`src/rtl/csa_pkg.sv`:
```
package csa_pkg;

    // True when w is a positive power of two.
    function automatic bit is_pow2(input int w);
        return (w > 0) && ((w & (w - 1)) == 0);
    endfunction

    // Number of split levels above the single-bit leaves.
    function automatic int split_levels(input int w);
        int lv;
        int r;
        lv = 0;
        r  = w;
        while (r > 1) begin
            r  = (r + 1) / 2;
            lv = lv + 1;
        end
        return lv;
    endfunction

endpackage

```
`src/rtl/csa_fa.sv`:
```
module csa_fa (
    input  logic x,
    input  logic y,
    input  logic ci,
    output logic s,
    output logic co
);
    assign s  = x ^ y ^ ci;
    assign co = (x & y) | (y & ci) | (ci & x);
endmodule

```
`src/rtl/csa_sel.sv`:
```
module csa_sel #(
    parameter int W = 2
) (
    input  logic         pick,
    input  logic [W-1:0] d0,
    input  logic [W-1:0] d1,
    output logic [W-1:0] y
);
    assign y = pick ? d1 : d0;
endmodule

```
`src/rtl/csa_node.sv`:
```
module csa_node #(
    parameter int W = 1
) (
    input  logic [W-1:0] a,
    input  logic [W-1:0] b,
    input  logic         cin,
    output logic [W:0]   s
);
    generate
        if (W == 1) begin : g_leaf
            csa_fa u_fa (
                .x (a[0]),
                .y (b[0]),
                .ci(cin),
                .s (s[0]),
                .co(s[1])
            );
        end else begin : g_split
            localparam int LO_W = W / 2;
            localparam int HI_W = W - LO_W;

            logic [LO_W:0] lo_res;
            logic [HI_W:0] hi_c0;
            logic [HI_W:0] hi_c1;

            csa_node #(.W(LO_W)) u_lo (
                .a  (a[LO_W-1:0]),
                .b  (b[LO_W-1:0]),
                .cin(cin),
                .s  (lo_res)
            );

            csa_node #(.W(HI_W)) u_hi_c0 (
                .a  (a[W-1:LO_W]),
                .b  (b[W-1:LO_W]),
                .cin(1'b0),
                .s  (hi_c0)
            );

            csa_node #(.W(HI_W)) u_hi_c1 (
                .a  (a[W-1:LO_W]),
                .b  (b[W-1:LO_W]),
                .cin(1'b1),
                .s  (hi_c1)
            );

            csa_sel #(.W(HI_W + 1)) u_pick (
                .pick(lo_res[LO_W]),
                .d0  (hi_c0),
                .d1  (hi_c1),
                .y   (s[W:LO_W])
            );

            assign s[LO_W-1:0] = lo_res[LO_W-1:0];
        end
    endgenerate
endmodule

```
`src/rtl/csa_adder.sv`:
```
module csa_adder #(
    parameter int WIDTH   = 32,
    parameter bit REG_OUT = 1'b1
) (
    input  logic             clk,
    input  logic             rst_n,
    input  logic [WIDTH-1:0] a,
    input  logic [WIDTH-1:0] b,
    output logic [WIDTH:0]   sum
);
    localparam int LEVELS = csa_pkg::split_levels(WIDTH);

    logic [WIDTH:0] raw_sum;

    generate
        if (!csa_pkg::is_pow2(WIDTH) || LEVELS < 0) begin : g_bad_width
            $error("csa_adder: WIDTH must be a power of two");
        end
    endgenerate

    csa_node #(.W(WIDTH)) u_root (
        .a  (a),
        .b  (b),
        .cin(1'b0),
        .s  (raw_sum)
    );

    generate
        if (REG_OUT) begin : g_reg
            always_ff @(posedge clk or negedge rst_n) begin
                if (!rst_n) begin
                    sum <= '0;
                end else begin
                    sum <= raw_sum;
                end
            end
        end else begin : g_comb
            assign sum = raw_sum;
        end
    endgenerate
endmodule

```
`config.mk`:
```
export PLATFORM = sky130hd
export DESIGN_NAME = csa_adder
export DESIGN_NICKNAME = d
export VERILOG_FILES = /design/src/rtl/csa_pkg.sv /design/src/rtl/csa_fa.sv /design/src/rtl/csa_sel.sv /design/src/rtl/csa_node.sv /design/src/rtl/csa_adder.sv
export SDC_FILE = /design/constraint.sdc
export NUM_CORES = 1
export LEC_CHECK = 0
export BUFFER_PORTS_ARGS = -buffer_cell sky130_fd_sc_hd__buf_2
export CORE_MARGIN = 2
export CORE_UTILIZATION = 35
export CTS_CLUSTER_DIAMETER = 100
export DETAILED_ROUTE_END_ITERATION = 10
export MAX_ROUTING_LAYER = met4
export PLACE_DENSITY_LB_ADDON = 0.15
export SKIP_LAST_GASP = 1
export SYNTH_ARGS = -nofsm -noshare
export SYNTH_HDL_FRONTEND = slang
export SYNTH_SLANG_ARGS = --single-unit
```
`constraint.sdc`:
```
create_clock -name clk -period 0.8 [get_ports clk]
set_clock_uncertainty 0.15 [all_clocks]
set_input_delay 0.04 -clock clk [delete_from_list [all_inputs] [get_ports clk]]
set_output_delay 0.04 -clock clk [all_outputs]
set_load 0.01 [all_outputs]
```
==> out/metrics.cfg, run 1 <==
[drt]
via_per_inst=4.48
met2WireLength_um=3760
dr_wl_met3_um=430
dr_vias=2780
route.layer.met1.wl_um=3180
detail-route-antenna-nets=0
dr.pass1.iters=4
remaining_drc_errors=0
final_wl_um=7460
uppermost_layer_routed=met4
dr.first_iter.drc_count=38
route.detailed.wl_per_inst_um=12.0

[layout]
post_route_cells_drive_above_1_share_pct=50.8
flow.area_growth_from_synthesis_pct=58.3
largest_reg_flops=33
final_design_area_no_fill_um2=5020
final_net_count=641
top_register=sum
largest_registers=sum: 33 flops
n_antenna_cell=0

[yosys]
asyncSetResetFlopFracSynth_pct=100
netlist_area_um2=3170
ys.flop_type=dfrtp_1
synth_cells=339
post_synth_edffs=0
synth_common_cells=79 x inv_1, 63 x ha_1, 33 x dfrtp_1, 23 x mux2i_1, 22 x xnor2_1
synth_sequential_area_ratio_pct=26.0
postSynthAreaPerCell_um2=9.36
synthTopCellsByArea=dfrtp_1 26%, ha_1 25%, inv_1 9.3%
ys_warn_count=0
fraction_of_post_synthesis_cell_area_in_the_top_cell_type_by_area_pct=26.0
yosysTopAreaCell=dfrtp_1
syn_nets=468
synth.lib_cells_used.distinct=47
yosys.cell_count.top_type=inv_1
synth.ff_latch_count=33

[clock_network]
cts_buffers=5
cts_hold_buffers=1
cts_tree=done
cts_root_buf=clkbuf_8
clk_path_buf_depth=2
clkSinkCount=33
htree_num_levels=2
clk_transition_reported_paths_ns=0.07

[flow_run]
maxCapViolations=0

[floorplan]
placementRows=34
design.die.area_um2=9840
die_h_um=99.2
chipWidth_um=99.2
start_util_pct=36.2
num_io_pins=99
coreArea_um2=8760

[timing]
layout_min_cycle_time_ns=2.53
endpoints_failing_setup=63
max_slew.worst_pin.slew_ns=0.363
setup_tns_ns=-45.35
hold_violations=22
rsz0062_at_grt=true
highest_achievable_clock_rate_mhz=396
slew_headroom_pct=75.5
final.period_utilization_pct=316
final-max-slew-violation-count=0
final_hold_slack_ns=-0.180
postLayoutSetupSlackWorst_ns=-1.73

[power]
power.density_nw_per_um2=1620
ir_drop_uv=1020
power_leakage_nw=2.61

[worst_setup_path]
crit_path_end_kind=register
cpLargestDelayFamily=simple AND/OR/NAND/NOR gates
cp.buffers_inverters=2
critical_path_slowest_stage_cell=mux2i_2
timing.critical_path.cells=buf_8, ha_4, and2_4, buf_4, nor3_1, or3_4, and4bb_2, o21ai_4, a22o_4, nand3_4, mux2i_4, mux2i_2, mux2i_1
timing.critical_path.required_ns=0.85
worst_path_largest_cell_delay_ns=0.29
start_kind=input port
arrival_ns=2.57
crit_fanout=4
worst-setup-path-type=in -> reg

[global_routing]
globalRoute.totalOverflow=0
antenna_found_initial=0
globalRouteTotalUtil_pct=15.6
grt_pass1_wl_um=12300
first_global_vias=2828
grt_max_degree=34

[placement]
placedInstanceArea_um2=4190
port_buffers=98
gp_congestion=0.803
post_detailed_placement_half_perimeter_wirelength_um=5300

[min_path]
worst_hold_path_type=in -> reg

[run_status]
failed_checks=negative hold slack, negative setup slack
run_status=finished, violations left

[where the power goes]
| group | switching, W | internal, W | total [W] |
|---|---|---|---|
| logic | 0.00195 | 0.00251 | 0.00447 |
| clock network | 0.000649 | 0.000684 | 0.00133 |
| registers | 0.000147 | 0.00217 | 0.00232 |
[routing by layer]
| metal | track usage, % | vias to the layer above |
|---|---|---|
| li1 | - | 1428 |
| met1 | 18.7 | 1277 |
| met2 | 26.7 | 68 |
| met3 | 4.15 | 7 |
| met4 | 2.95 | 0 |
| met5 | - | - |
[logic make-up (layout without fill, tap and decap cells)]
group | Yosys count | in the layout | synth area share [%]
buffers and inverters | 79 | 252 | 9.35
flip-flops | 33 | 33 | 26.0
XOR/XNOR | 31 | 31 | 8.56
multiplexers | 31 | 31 | 11.4
AND/OR/NAND/NOR | 60 | 60 | 10.4
adder cells (fa/ha/maj) | 63 | 63 | 24.8
AO/OA/AOI/OAI | 42 | 42 | 9.38
[cells in the final DEF (no fill, tap or decap), types with 6 or more instances in the layout]
cell type	count
xor2_1	9
ha_4	10
inv_1	66
mux2i_4	9
buf_4	46
xnor2_1	20
nand2_1	10
clkbuf_8	6
nor2_1	12
inv_2	11
mux2i_1	14
buf_2	84
ha_1	49
dfrtp_1	33
buf_6	31
[path summary, 6_finish.rpt]
check                      start       to  slack [ns]  cells after the start
min in group asynchronous  rst_n  sum[10]        0.10                      3
min                         b[0]   sum[0]       -0.18                      2
max in group asynchronous  rst_n  sum[29]        0.22                      3
max                         a[8]  sum[32]       -1.73                     13
[layout make-up]
class                      count  area, um^2
timing repair buffer         166        1190
clock buffer                   7        86.3
tap                          108         135
inverter                      79         302
sequential                    33         826
multi-input combinational    227        2480
fill                         775        3740
[what timing repair did]
| action | 4_1_cts | 5_1_grt |
|---|---|---|
| endpoints found under the setup margin | 63 | 63 |
| endpoints found under the hold margin | 63 | 7 |
| pin swaps | 26 | 26 |
| gates resized for setup | 75 | 61 |
| setup buffers | 14 | 13 |
[metrics by stage]
step	util (%)	hold WS, ns	instances	power [W]	worst slack [ns]
after global routing	57.3	-0.196	620	0.00872	-1.82
after global placement	47.8	-0.124	589	0.00569	-2.10
after CTS	53.6	-0.193	610	0.00771	-1.77
after floorplan	-	-0.406	339	0.00431	-1.90
final	57.3	-0.180	620	0.00812	-1.73
after detailed placement	47.8	-0.125	589	0.00572	-2.19
No activity file was read; power rests on OpenSTA's default activity.
==> run 2, diff against run 1 <==
- CORE_UTILIZATION: 35 -> 30
- PLACE_DENSITY_LB_ADDON: 0.15 -> 0.3
==> out/metrics.cfg, run 2 (synthesis gave the netlist of run 1 again) <==
[run_status]
run_status=finished, violations left
failed_checks=negative hold slack, negative setup slack

[timing]
setup_tns_ns=-46.11  ; -0.756 ns
max_slew.worst_pin.slew_ns=0.281  ; -0.0817 ns
postLayoutSetupSlackWorst_ns=-1.72  ; +0.00269 ns
final.period_utilization_pct=315  ; -0.34 points
hold_violations=23  ; +4.5%
highest_achievable_clock_rate_mhz=396  ; +0.11%
rsz0062_at_grt=true
layout_min_cycle_time_ns=2.52  ; -0.00269 ns
slew_headroom_pct=80.7  ; +5.2 points
final-max-slew-violation-count=0  ; unchanged
final_hold_slack_ns=-0.180  ; -0.000284 ns
endpoints_failing_setup=64  ; +1.6%

[worst_setup_path]
crit_fanout=4  ; unchanged
timing.critical_path.required_ns=0.86  ; about the same
start_kind=input port
arrival_ns=2.58  ; about the same
worst-setup-path-type=in -> reg
crit_path_end_kind=register

[power]
seq_power_share_pct=27.7  ; -0.9 points
netSwitchingFraction_pct=33.8  ; -0.076 points
ir_drop_uv=847  ; -17%
combPwrFrac_pct=54.6  ; -0.4 points
power_leakage_nw=2.65  ; +1.5%
power.density_nw_per_um2=1650  ; +2.2%
internal-power_w=0.00555  ; +3.4%
p_sw_w=0.00283  ; +3.1%
clock_power_share_pct=17.7  ; +1.3 points

[placement]
port_buffers=98  ; unchanged
gp_congestion=0.741  ; -7.7%
placedInstanceArea_um2=4220  ; +0.84%
post_detailed_placement_half_perimeter_wirelength_um=5560  ; +4.9%

[floorplan]
design.die.area_um2=11400  ; +16%
chipWidth_um=107  ; +7.7%
start_util_pct=30.9  ; -5.3 points
coreArea_um2=10300  ; +17%
die_h_um=107  ; +7.7%
placementRows=37  ; +8.8%
num_io_pins=99  ; unchanged

[min_path]
hold_start=b[0]
whs_path_depth=2  ; unchanged
worst_hold_path_type=in -> reg
timing.hold.worst_endpoint=sum[0]

[drt]
remaining_drc_errors=0  ; unchanged
final_wl_um=7590  ; +1.8%
route.detailed.wl_per_inst_um=11.7  ; -2.8%
dr.pass1.iters=4  ; unchanged
detail-route-antenna-nets=0  ; unchanged
dr_vias=2778  ; -0.072%
via_per_inst=4.28  ; -4.5%
dr.first_iter.drc_count=46  ; +21%

[flow_run]
maxCapViolations=0  ; unchanged

[clock_network]
cts_root_buf=clkbuf_8
clkSinkCount=33  ; unchanged
cts_hold_buffers=1  ; unchanged
cts_buffers=5  ; unchanged
htree_num_levels=2  ; unchanged
clk_path_buf_depth=2  ; unchanged
cts_tree=done
clk_transition_reported_paths_ns=0.07  ; about the same

[global_routing]
grt_max_degree=34  ; unchanged
globalRoute.totalOverflow=0  ; unchanged
globalRouteTotalUtil_pct=13.9  ; -1.8 points
grt_pass1_wl_um=12500  ; +1.6%
antenna_found_initial=0  ; unchanged
first_global_vias=2905  ; +2.7%

[layout]
post_route_cells_drive_above_1_share_pct=50.1  ; -0.68 points
most-common-layout-cells=87 x buf_2, 70 x inv_1, 52 x ha_1
utilization_after_layout_pct=49.4  ; -7.9 points
final_net_count=641  ; unchanged
flow.area_growth_from_synthesis_pct=60.0
fill_cells=983  ; +27%
n_antenna_cell=0  ; unchanged
top_register=sum
final_common_cell=buf_2
largest_registers=sum: 33 flops
final_design_area_no_fill_um2=5080  ; +1.1%
largest_reg_flops=33  ; unchanged

[run 2: timing repair]
action,CTS,global route
resized for setup,83,50
pin swaps,37,28
hold endpoints to repair,65,21
buffers inserted,12,15
endpoints found under the setup margin,64,63
[run 2: area by class of cell]
class	instances	area [um^2]	share of cell area, %
Clock buffer	7	96.3	1.90
Clock inverter	1	5.00	0.0986
Inverter	79	307	6.04
Multi-Input combinational cell	227	2470	48.6
Sequential cell	33	826	16.3
Tap cell	136	170	3.35
Timing Repair Buffer	166	1200	23.7
[run 2: critical path, cell delays in order]
cell	delay, ns
buf_8	0.08
inv_4	0.03
ha_4	0.15
and2_4	0.16
o21a_1	0.17
or3_4	0.40
a211oi_4	0.26
o21ai_4	0.11
a22o_4	0.28
nand3_4	0.12
mux2i_4	0.26
mux2i_2	0.30
mux2i_1	0.22
[run 2: how the worst max path moves through the flow]
stage / endpoint / startpoint
after detailed placement: sum[32] / a[8]
final: sum[32] / b[9]
after floorplan: sum[32] / a[0]
after global routing: sum[32] / b[8]
after CTS: sum[32] / b[8]
after global placement: sum[29] / a[8]
[run 2: layer usage]
metal / routed length, um / global-route usage (%) / part of all wire, %
met3: 393 / 3.10 / 5.2
met4: 106 / 3.62 / 1.4
met5: 0 / - / 0
met2: 3950 / 24.1 / 52
met1: 3140 / 16.2 / 41
[run 2: power by group through the flow]
stage | Combinational, W | Clock, W | Sequential, W
finish | 0.00458 | 0.00149 | 0.00232
global route | 0.00500 | 0.00165 | 0.00237
CTS | 0.00411 | 0.00157 | 0.00233
detailed placement | 0.00346 | 0 | 0.00234
global placement | 0.00342 | 0 | 0.00234
floorplan | 0.00168 | 0 | 0.00263
[run 2: per-stage QoR]
| step | hold slack, ns | instances | worst slack (ns) | power, W |
|---|---|---|---|---|
| after floorplan | -0.406 | 339 | -1.90 | 0.00431 |
| after global placement | -0.126 | 617 | -2.09 | 0.00576 |
| after detailed placement | -0.130 | 617 | -2.17 | 0.00580 |
| after CTS | -0.193 | 637 | -1.73 | 0.00801 |
| after global routing | -0.207 | 649 | -1.86 | 0.00902 |
| final | -0.180 | 649 | -1.72 | 0.00839 |
